<file path="src/rtl/idlectl_pkg.sv">
package idlectl_pkg;
  typedef enum logic [1:0] {
    MODE_RUN   = 2'd0,
    MODE_IDLE  = 2'd1,
    MODE_SLEEP = 2'd2
  } mode_e;

  localparam int unsigned SEL_W    = 2;
  localparam logic [SEL_W-1:0] SRC_PRI = 2'b00;
  localparam logic [SEL_W-1:0] SRC_SEC = 2'b01;
endpackage

</file>
<file path="src/rtl/idlectl_mode_fsm.sv">
module idlectl_mode_fsm
  import idlectl_pkg::*;
#(
  parameter int unsigned SW = SEL_W
) (
  input  logic          clk,
  input  logic          rst,
  input  logic          sleep_req,
  input  logic          idle_en,
  input  logic [SW-1:0] clk_sel,
  input  logic          sec_osc_en,
  input  logic          wake,
  output mode_e         mode_q,
  output mode_e         mode_d
);
  logic sec_refused;

  assign sec_refused = idle_en && (clk_sel == SW'(SRC_SEC)) && !sec_osc_en;

  always_comb begin
    mode_d = mode_q;
    unique case (mode_q)
      MODE_RUN: begin
        if (sleep_req && !sec_refused) begin
          mode_d = idle_en ? MODE_IDLE : MODE_SLEEP;
        end
      end
      MODE_IDLE, MODE_SLEEP: begin
        if (wake) mode_d = MODE_RUN;
      end
      default: mode_d = MODE_RUN;
    endcase
  end

  always_ff @(posedge clk) begin
    if (rst) mode_q <= MODE_RUN;
    else     mode_q <= mode_d;
  end
endmodule

</file>
<file path="src/rtl/idlectl_src_track.sv">
module idlectl_src_track
  import idlectl_pkg::*;
#(
  parameter int unsigned SW = SEL_W
) (
  input  logic          clk,
  input  logic          rst,
  input  logic          in_run,
  input  logic [SW-1:0] clk_sel,
  input  logic          pri_keep,
  output logic [SW-1:0] src_d,
  output logic [SW-1:0] src_q,
  output logic          pri_running,
  output logic          sec_running,
  output logic          pri_off_req
);
  assign src_d = in_run ? clk_sel : src_q;

  always_ff @(posedge clk) begin
    if (rst) begin
      src_q       <= SW'(SRC_PRI);
      pri_running <= 1'b1;
      sec_running <= 1'b0;
      pri_off_req <= 1'b0;
    end else begin
      src_q       <= src_d;
      pri_running <= (src_d == SW'(SRC_PRI));
      sec_running <= (src_d == SW'(SRC_SEC));
      pri_off_req <= (src_d != SW'(SRC_PRI)) && !pri_keep;
    end
  end
endmodule

</file>
<file path="src/rtl/idlectl_clk_out.sv">
module idlectl_clk_out
  import idlectl_pkg::*;
#(
  parameter int unsigned SW = SEL_W
) (
  input  logic          clk,
  input  logic          rst,
  input  mode_e         mode_d,
  input  logic [SW-1:0] src_d,
  input  logic          pri_rdy,
  input  logic          sec_rdy,
  output logic          cpu_clk_en,
  output logic          per_clk_en
);
  logic src_ready;

  always_comb begin
    if (src_d == SW'(SRC_PRI))      src_ready = pri_rdy;
    else if (src_d == SW'(SRC_SEC)) src_ready = sec_rdy;
    else                            src_ready = 1'b1;
  end

  always_ff @(posedge clk) begin
    if (rst) begin
      cpu_clk_en <= 1'b1;
      per_clk_en <= 1'b1;
    end else begin
      cpu_clk_en <= (mode_d == MODE_RUN);
      per_clk_en <= (mode_d != MODE_SLEEP) && src_ready;
    end
  end
endmodule

</file>
<file path="src/rtl/idle_clkgate_ctrl.sv">
module idle_clkgate_ctrl
  import idlectl_pkg::*;
#(
  parameter int unsigned SW = SEL_W
) (
  input  logic          clk,
  input  logic          rst,
  input  logic          sleep_req,
  input  logic          idle_en,
  input  logic [SW-1:0] clk_sel,
  input  logic          sec_osc_en,
  input  logic          irq_wake,
  input  logic          wdt_wake,
  input  logic          pri_rdy,
  input  logic          sec_rdy,
  input  logic          pri_keep,
  output logic          cpu_clk_en,
  output logic          per_clk_en,
  output logic [SW-1:0] src_sel,
  output logic          pri_off_req,
  output logic          pri_running,
  output logic          sec_running
);
  mode_e         mode_q;
  mode_e         mode_d;
  logic [SW-1:0] src_d;
  logic          wake;

  assign wake = irq_wake || wdt_wake;

  idlectl_mode_fsm #(.SW(SW)) u_fsm (
    .clk        (clk),
    .rst        (rst),
    .sleep_req  (sleep_req),
    .idle_en    (idle_en),
    .clk_sel    (clk_sel),
    .sec_osc_en (sec_osc_en),
    .wake       (wake),
    .mode_q     (mode_q),
    .mode_d     (mode_d)
  );

  idlectl_src_track #(.SW(SW)) u_src (
    .clk         (clk),
    .rst         (rst),
    .in_run      (mode_q == MODE_RUN),
    .clk_sel     (clk_sel),
    .pri_keep    (pri_keep),
    .src_d       (src_d),
    .src_q       (src_sel),
    .pri_running (pri_running),
    .sec_running (sec_running),
    .pri_off_req (pri_off_req)
  );

  idlectl_clk_out #(.SW(SW)) u_out (
    .clk        (clk),
    .rst        (rst),
    .mode_d     (mode_d),
    .src_d      (src_d),
    .pri_rdy    (pri_rdy),
    .sec_rdy    (sec_rdy),
    .cpu_clk_en (cpu_clk_en),
    .per_clk_en (per_clk_en)
  );
endmodule

</file>
<file path="config.mk">
export PLATFORM = sky130hd
export DESIGN_NAME = idle_clkgate_ctrl
export DESIGN_NICKNAME = d
export VERILOG_FILES = /design/src/rtl/idlectl_pkg.sv /design/src/rtl/idlectl_mode_fsm.sv /design/src/rtl/idlectl_src_track.sv /design/src/rtl/idlectl_clk_out.sv /design/src/rtl/idle_clkgate_ctrl.sv
export SDC_FILE = /design/constraint.sdc
export NUM_CORES = 1
export LEC_CHECK = 0
export CAP_MARGIN = 20
export CORE_AREA = 3 3 40 42
export CTS_CLUSTER_DIAMETER = 40
export CTS_CLUSTER_SIZE = 30
export DETAILED_ROUTE_END_ITERATION = 10
export DIE_AREA = 0 0 43 45
export SLEW_MARGIN = 15
export SYNTH_ARGS = -nofsm -noshare
export SYNTH_HDL_FRONTEND = slang
export SYNTH_SLANG_ARGS = --single-unit
</file>
<file path="constraint.sdc">
create_clock -name clk -period 3.7 [get_ports clk]
set_input_delay 0.74 -clock clk [delete_from_list [all_inputs] [get_ports clk]]
set_output_delay 0.74 -clock clk [all_outputs]
set_load 0.01 [all_outputs]
</file>
==> results of run 1 <==
-- layer usage --
layer | part of all wire (%) | GRT usage (%) | vias to the layer above
li1 | - | - | 179
met1 | 44 | 13.1 | 157
met2 | 48 | 15.3 | 10
met3 | 8.5 | 5.18 | 0
met4 | 0 | 9.04 | 0
met5 | 0 | 0 | -
-- Yosys cell counts, drive strengths merged --
master   count  share of area (%)
a32oi        1                2.1
and3b        1                2.1
and2         1                1.8
nor3         1                1.2
mux2i        2                7.8
dfxtp        9                 43
nor2         5                4.5
ha           2                6.0
a211oi       2                4.8
a31oi        2                3.0
nand4b       1                2.1
o211ai       1                1.8
inv          3                2.7
a2111oi      1                3.6
buf          1                2.7
nand2b       1                1.5
nor2b        1                2.1
a21o         1                2.1
mux2         1                2.7
nor3b        1                1.8
-- stage by stage --
| stage | instance area, um2 | total power [uW] | worst slack (ns) | cells | hold slack [ns] |
|---|---|---|---|---|---|
| 6_report | 629 | 247 | 1.78 | 74 | 0.549 |
| 5_1_grt | 629 | 262 | 1.67 | 74 | 0.610 |
| 4_1_cts | 629 | 252 | 1.76 | 74 | 0.559 |
| 3_5_place_dp | 603 | 176 | 1.54 | 70 | 0.544 |
| 3_3_place_gp | 603 | 176 | 1.56 | 70 | 0.536 |
| 2_1_floorplan | 415 | 145 | 2.20 | 38 | 0.542 |
-- path summary, 6_finish.rpt --
path,startpoint,slack [ns],cells after the start,to
worst min-delay path,u_src.src_q[1],0.55,2,u_src.src_q[1]
worst max-delay path,u_src.src_q[0],1.78,1,src_sel[0]
worst max register to register,u_fsm.mode_q[0],1.99,6,u_out.per_clk_en
worst min register to register,u_src.src_q[1],0.55,2,u_src.src_q[1]
-- cell type report --
cell class	instances	area, um2	area share (%)
multi-input combinational	25	213	33.8
sequential	9	180	28.6
tap	15	18.8	2.98
clock buffer	4	26.3	4.17
inverter	3	11.3	1.79
timing repair buffer	18	180	28.6
-- power breakdown --
group	total [uW]	internal, uW	switching (uW)
Combinational	62.6	37.2	25.3
Sequential	110	106	4.35
Clock	73.6	41.4	32.2
-- layout by cell type (no fill, tap or decap) --
cell type,instances
clkdlybuf4s50_1,18
dfxtp_1,9
nor2_1,5
inv_1,3
clkbuf_4,3
a31oi_1,2
ha_1,2
mux2i_1,1
mux2i_4,1
a21o_2,1
nor3b_1,1
nand4b_1,1
nand2b_1,1
and2_2,1
a32oi_1,1
a211oi_1,1
o211ai_1,1
and3b_1,1
a211oi_2,1
nor2b_2,1
mux2_2,1
a2111oi_2,1
nor3_1,1
clkbuf_1,1
-- registers in the layout (all words and copies together) (netlist names) --
register and flops:
u_out.cpu_clk_en 1, u_out.per_clk_en 1, u_src.sec_running 1, u_src.pri_running 1, u_fsm.mode_q 2, u_src.pri_off_req 1
u_src.src_q 2
-- kinds of logic after synthesis --
group	after synthesis	synth area share [%]
multiplexers	3	10.5
buffers and inverters	4	5.42
adder cells (fa/ha/maj)	2	6.02
AO/OA/AOI/OAI	8	17.5
AND/OR/NAND/NOR	12	17.2
flip-flops	9	43.4
==> summary by stage, run 1 <==
Logic synthesis
Synthesis inferred 9 register bits. The number of nets in the synthesized netlist is 52. In the synthesized netlist, the number of instances is 38. The sequential element share of the synthesized area is 43.4%. In this run the cell area of the synthesized design comes to 415 um2. Yosys mapped the design onto 22 distinct sky130hd cell types. The count of warnings emitted by yosys is 0. Averaged over all synthesized cells, the footprint is 10.9 um2.

Clocking
The maximum count of clock buffers along a single path is 2. Clock latency on the worst-skew pair, taken at its later pin, is 0.25 ns. The number of gates resized after CTS was 0. CTS built an H-tree with a depth of 1. The clock net sink count is 9. The cell at the root of the clock tree is clkbuf_4.

The number of hold-repair buffers added at the cts stage is 0. After clock tree synthesis, the clock-pin slew on the worst setup and hold paths is 0.06 ns. Once the clock tree was built, the setup fixing pass inserted 0 buffers. The number of clock buffers added by TritonCTS is 3. TritonCTS built the clock tree.

Floorplanning
Row generation in the floorplan step produced 13 rows. The core area is around 1300 um2. The overall die area is between 1500 and 2000 um2. The initial core utilization is 32.3%. The boundary pin count is 19. The die outline width is ~43 um. The vertical die dimension is 45 um.

Global route
The number of antenna violations at the first check in global routing is 0. The via count of the first global-routing pass is ~360. Entering global routing, the biggest net connects 8 pins.

The first global-routing pass estimated 1.52 mm of wire. Global routing finished with a remaining overflow of 0. The aggregate global-route resource usage is 11.1%.

Worst setup path
Counting both buffers and inverters, the worst setup path holds a total of 1. The largest individual stage delay along the critical path comes from the cell clkdlybuf4s50_1. Walking the worst path, the cells encountered are clkdlybuf4s50_1. The type of the worst setup path is register to primary output.

The worst setup path is launched from a register. The largest stage delay on the critical path is 0.55 ns. The dominant delay contributor by cell family on the critical path is buffers and inverters. The worst setup path is captured at a primary output. Data on the critical path arrives at its endpoint at 1.18 ns. At the worst endpoint, the required time is 2.96 ns.

The highest net fanout along the worst path is 2.

STA
The count of pins over their slew limit is 0. The final-report setup violation count is 0. The final-report hold violation count is 0.

The clock period could shrink to 1.92 ns. Setup repair after global routing left no endpoint under its margin. In this run the tightest slew margin relative to its limit is 76.3%. The largest clock skew in the final design is around 0.0023 ns. The part of the cycle the worst path needs is 51.9%. The pin slew with the least headroom to its limit is between 0.3 and 0.4 ns. The peak clock frequency supported by timing is 0.521 GHz.

After routing, the total negative slack on setup checks comes to 0 ns.

Power and ir drop
The power density over the cells is 392 nW/um2. Summed over all cells, the static leakage comes to 0.000245 uW. IR analysis of the VDD net gives a maximum drop of between 0.0002 and 0.00025 V.

Final layout
The post-route core utilization is 49.0%. The layout-stage area growth over the synthesis result is 51.5%. The filler cell count is between 100 and 150. The post-route netlist has 16.9% of its cells at a drive strength greater than 1. The count of inserted antenna diode cells is 0.

After the last flow step, the layout net total stands at 74.

Route
In this run, the number of DRC markers left after iteration 0 of detailed routing was 4. For this run, design rule violations remaining after detail routing come to 0. Using the TritonRoute via totals, the vias-per-cell ratio works out to 4.68.

The final route contains 346 vias. Dividing the detail-routed wire length by the instance count gives 11.7 um. The number of routed nets with antenna violations is 0.

For this block, the routed nets add up to 869 um of wire. The detailed-routing iteration count for the pre-antenna-repair pass is 2.

Run status
The run finished with clean final reports.

Worst hold path
The class of the most critical hold timing path is register to register.

Run
The total of max-cap violations is 0.

Placed design
The detailed-placement wirelength estimate is 696 um. At the end of routability-driven placement, the weighted congestion stood at just under 0.7. The total of buffers placed on input and output ports is 18.
(Power assumes the default switching activity.)
==> inputs of run 2 (changes only) <==
- PLACE_DENSITY: not set -> 0.66
- clock period: 3.7 -> 1.7 ns (I/O delays scaled with it)
==> run 2 against run 1 <==
Setup slack got worse by 1.6 ns. Wire length grew 1.8%. Sequential power is 120% higher. Non-clock buffer count rose by 1. Global-route usage decreased by 0.57 points. Via count increased by 2.0%. Clock power is 120% higher. Die area is the same. Combinational power is 120% higher. Worst hold slack gained 0.0014 ns. Clock skew is 0.0013 ns higher. Flip-flop and latch count did not move. Critical path type is now register to register. Largest power group unchanged.
==> summary by stage, run 2 (synthesized netlist as in run 1, its figures left out) <==
Route
The detailed-routing iteration count for the pre-antenna-repair pass is 2 (unchanged). The average via count per standard cell was 4.71 (+0.66%). The number of routed nets with antenna violations is 0 (unchanged). The number of DRC violations after detailed-routing iteration 0 was 2 (-2). The detailed-route DRC error count is 0 (unchanged). The detailed-route via count was 353 (+2.0%). The overall routed net length is 885 um (+1.8%). The mean routed wirelength per cell came to 11.8 um (+0.48%).

Floorplanning
The placement row count was 13 (unchanged). The core area is 1280 um2 (unchanged). The vertical die dimension is 45 um (unchanged). The die outline width is 43 um (unchanged). The boundary pin count is 19 (unchanged). The overall die area is 1940 um2 (unchanged). The initial core utilization is 32.3% (unchanged).

Placed design
The number of instances in the placed design is 71 (+1.4%). The placer congestion estimate is 0.696 (+1.9%). The setup slack after placement is -0.0602 ns (-1.60 ns).

The total of buffers placed on input and output ports is 18 (unchanged). The detailed-placement wirelength estimate was 724 um (+4.1%). The placed instance area came to 611 um2 (+1.2%).

STA
The count of pins over their slew limit is 0 (unchanged). The largest clock skew in the final design is 0.00353 ns (+0.00127 ns). The final-report hold violation count is 0 (unchanged). The worst-case headroom to the max-slew limit is 80.3% (+4.0 points).

The final worst setup slack is 0.139 ns (-1.64 ns). The peak clock frequency supported by timing is 0.640 GHz. Setup repair after global routing left no endpoint under its margin. The final-report setup violation count is 0 (unchanged). The pin slew with the least headroom to its limit is 0.295 ns (-0.0611 ns). The shortest period the worst path allows is 1.56 ns.

The part of the cycle the worst path needs is 91.8%.

Final layout
In the final layout, the registers with the most flip-flops are u_fsm.mode_q (2), u_src.src_q (2). The post-route core utilization was 49.6% (+0.58 points). The area growth from synthesis to layout is 53.3%. In the layout the commonest cells are clkdlybuf4s50_1 (18), dfxtp_1 (9), nor2_1 (5). The count of inserted antenna diode cells is 0 (unchanged).

The post-layout net count is 75 (+1.4%). The library cell used most frequently in the layout, excluding fill and tap cells, is clkdlybuf4s50_1. The area of all placed cells without fillers is 637 um2 (+1.2%). The post-layout instance count excluding filler cells is 75 (+1.4%). The share of post-route cells with drive strength above 1 is 18.3% (+1.4 points).

Worst hold path
The endpoint of the worst hold-timing path is u_src.src_q[1]. The startpoint identified for the worst hold timing path is u_src.src_q[1]. The number of stages on the worst hold path is 2 (unchanged). The class of the most critical hold timing path is register to register.

Worst setup path
Walking the worst path, the cells encountered are inv_1 > ha_1 > buf_4 > mux2_2 > a2111oi_2 > a31oi_1. The data required time of the critical path is 1.83 ns (-1.13 ns). The kind of end point of the critical path is a register.

The type of the worst setup path is register to register. The standard cell with the maximum stage delay on the critical path is mux2_2. The highest net fanout along the worst path is 6 (+4).

The largest stage delay on the critical path is 0.35 ns (-0.20 ns). The startpoint of the most critical register-to-register path is u_fsm.mode_q[1]. Tracing the worst setup path back leads to its startpoint at u_fsm.mode_q[1]. The destination of the worst register-to-register timing path is u_out.per_clk_en. The worst path arrival time is 1.70 ns (+0.52 ns).

The slack of the worst reg-to-reg path is 0.14 ns (-1.85 ns). The depth of the most critical reg-to-reg path is 6 (unchanged). The category of the worst setup path launch point is a register.

Run status
The run finished with clean final reports.

Clocking
The maximum count of clock buffers along a single path was 2 (unchanged). The count of H-tree levels built during CTS came to 1 (unchanged). The tree is rooted in a clkbuf_4. The number of hold-repair buffers added at the cts stage is 0 (unchanged). The clock net sink count is 9 (unchanged).

TritonCTS built the clock tree. The post-CTS repair timing setup buffer count came to 0 (unchanged). The post-cts resize count is 0 (unchanged). The clock network latency to the later pin of the worst-skew pair is 0.26 ns (about the same). The clock-pin transition on the worst setup and hold timing paths is 0.06 ns (about the same). The number of clock buffers inserted by TritonCTS is 3 (unchanged).

Power and ir drop
The power density over the cells is 853 nW/um2 (+120%). The power after layout is 543 uW (+120%). The peak supply drop is 0.000407 V (+98%). The leakage power total is 0.000249 uW (+1.8%).

Global route
The routing usage on met2 is 15.3% (unchanged). The met3 layer usage reported by global route is 0.398% (-4.8 points). The via count of the first global-routing pass is 365 (+1.7%). The largest net degree at the start of global routing was 8 (unchanged). The aggregate global-route resource usage is 10.5% (-0.57 points). The wire length of the first global-routing pass was 1.48 mm (-3.1%). The number of antenna violations at the first check in global routing came to 0 (unchanged).

The global-route congestion overflow total is 0 (unchanged). The global routing's busiest layer is met2. The routing usage on met1 is 12.9% (-0.18 points).

Run
The total of max-cap violations was 0 (unchanged).
==> run 2: changes by cell type in the layout (fill, tap and decap cells not counted) <==
| cell | before | now |
|---|---|---|
| buf_4 | 0 | 1 |
==> run 2: where the power goes <==
group	leakage, uW	total (uW)	switching (uW)	internal, uW
Clock	0.0000150	164	73.8	90.4
Sequential	0.0000746	240	9.63	231
Combinational	0.000160	139	54.8	84.0
==> run 2: worst max-delay path: cells and delay by family (launching register included) <==
family	cells	cell delay (ns)
buffers and inverters	2	0.24
AOI/OAI and AO/OA	2	0.29
DFF	1	0.34
adders and majority gates	1	0.23
muxes	1	0.35
==> run 2: cell type report <==
cell class | count | area, um2
fillers | 131 | 648
multi-input cells | 25 | 213
repair buffers | 19 | 188
flip-flops and latches | 9 | 180
clock buffers | 4 | 26.3
well taps | 15 | 18.8
inverters | 3 | 11.3
==> run 2: metrics by stage <==
| stage | TNS, ns | hold slack, ns |
|---|---|---|
| floorplan | 0 | 0.411 |
| global placement | -0.0275 | 0.541 |
| detailed placement | -0.0602 | 0.544 |
| CTS | 0 | 0.559 |
| global route | 0 | 0.607 |
| finish | 0 | 0.550 |
==> run 2: worst max path at each step <==
stage | depth (start not counted) | end | slack (ns)
2_1_floorplan | 7 | u_out.per_clk_en | 0.23
3_3_place_gp | 5 | u_out.per_clk_en | -0.03
3_5_place_dp | 5 | u_out.per_clk_en | -0.06
4_1_cts | 6 | u_out.per_clk_en | 0.12
5_1_grt | 6 | u_out.per_clk_en | 0.01
6_report | 6 | u_out.per_clk_en | 0.14
==> run 2: routing by layer <==
layer  wire length (um)  up-vias
met2                410       11
met1                393      158
met5                  0        -
li1                   -      180
met4                 38        0
met3                 43        4
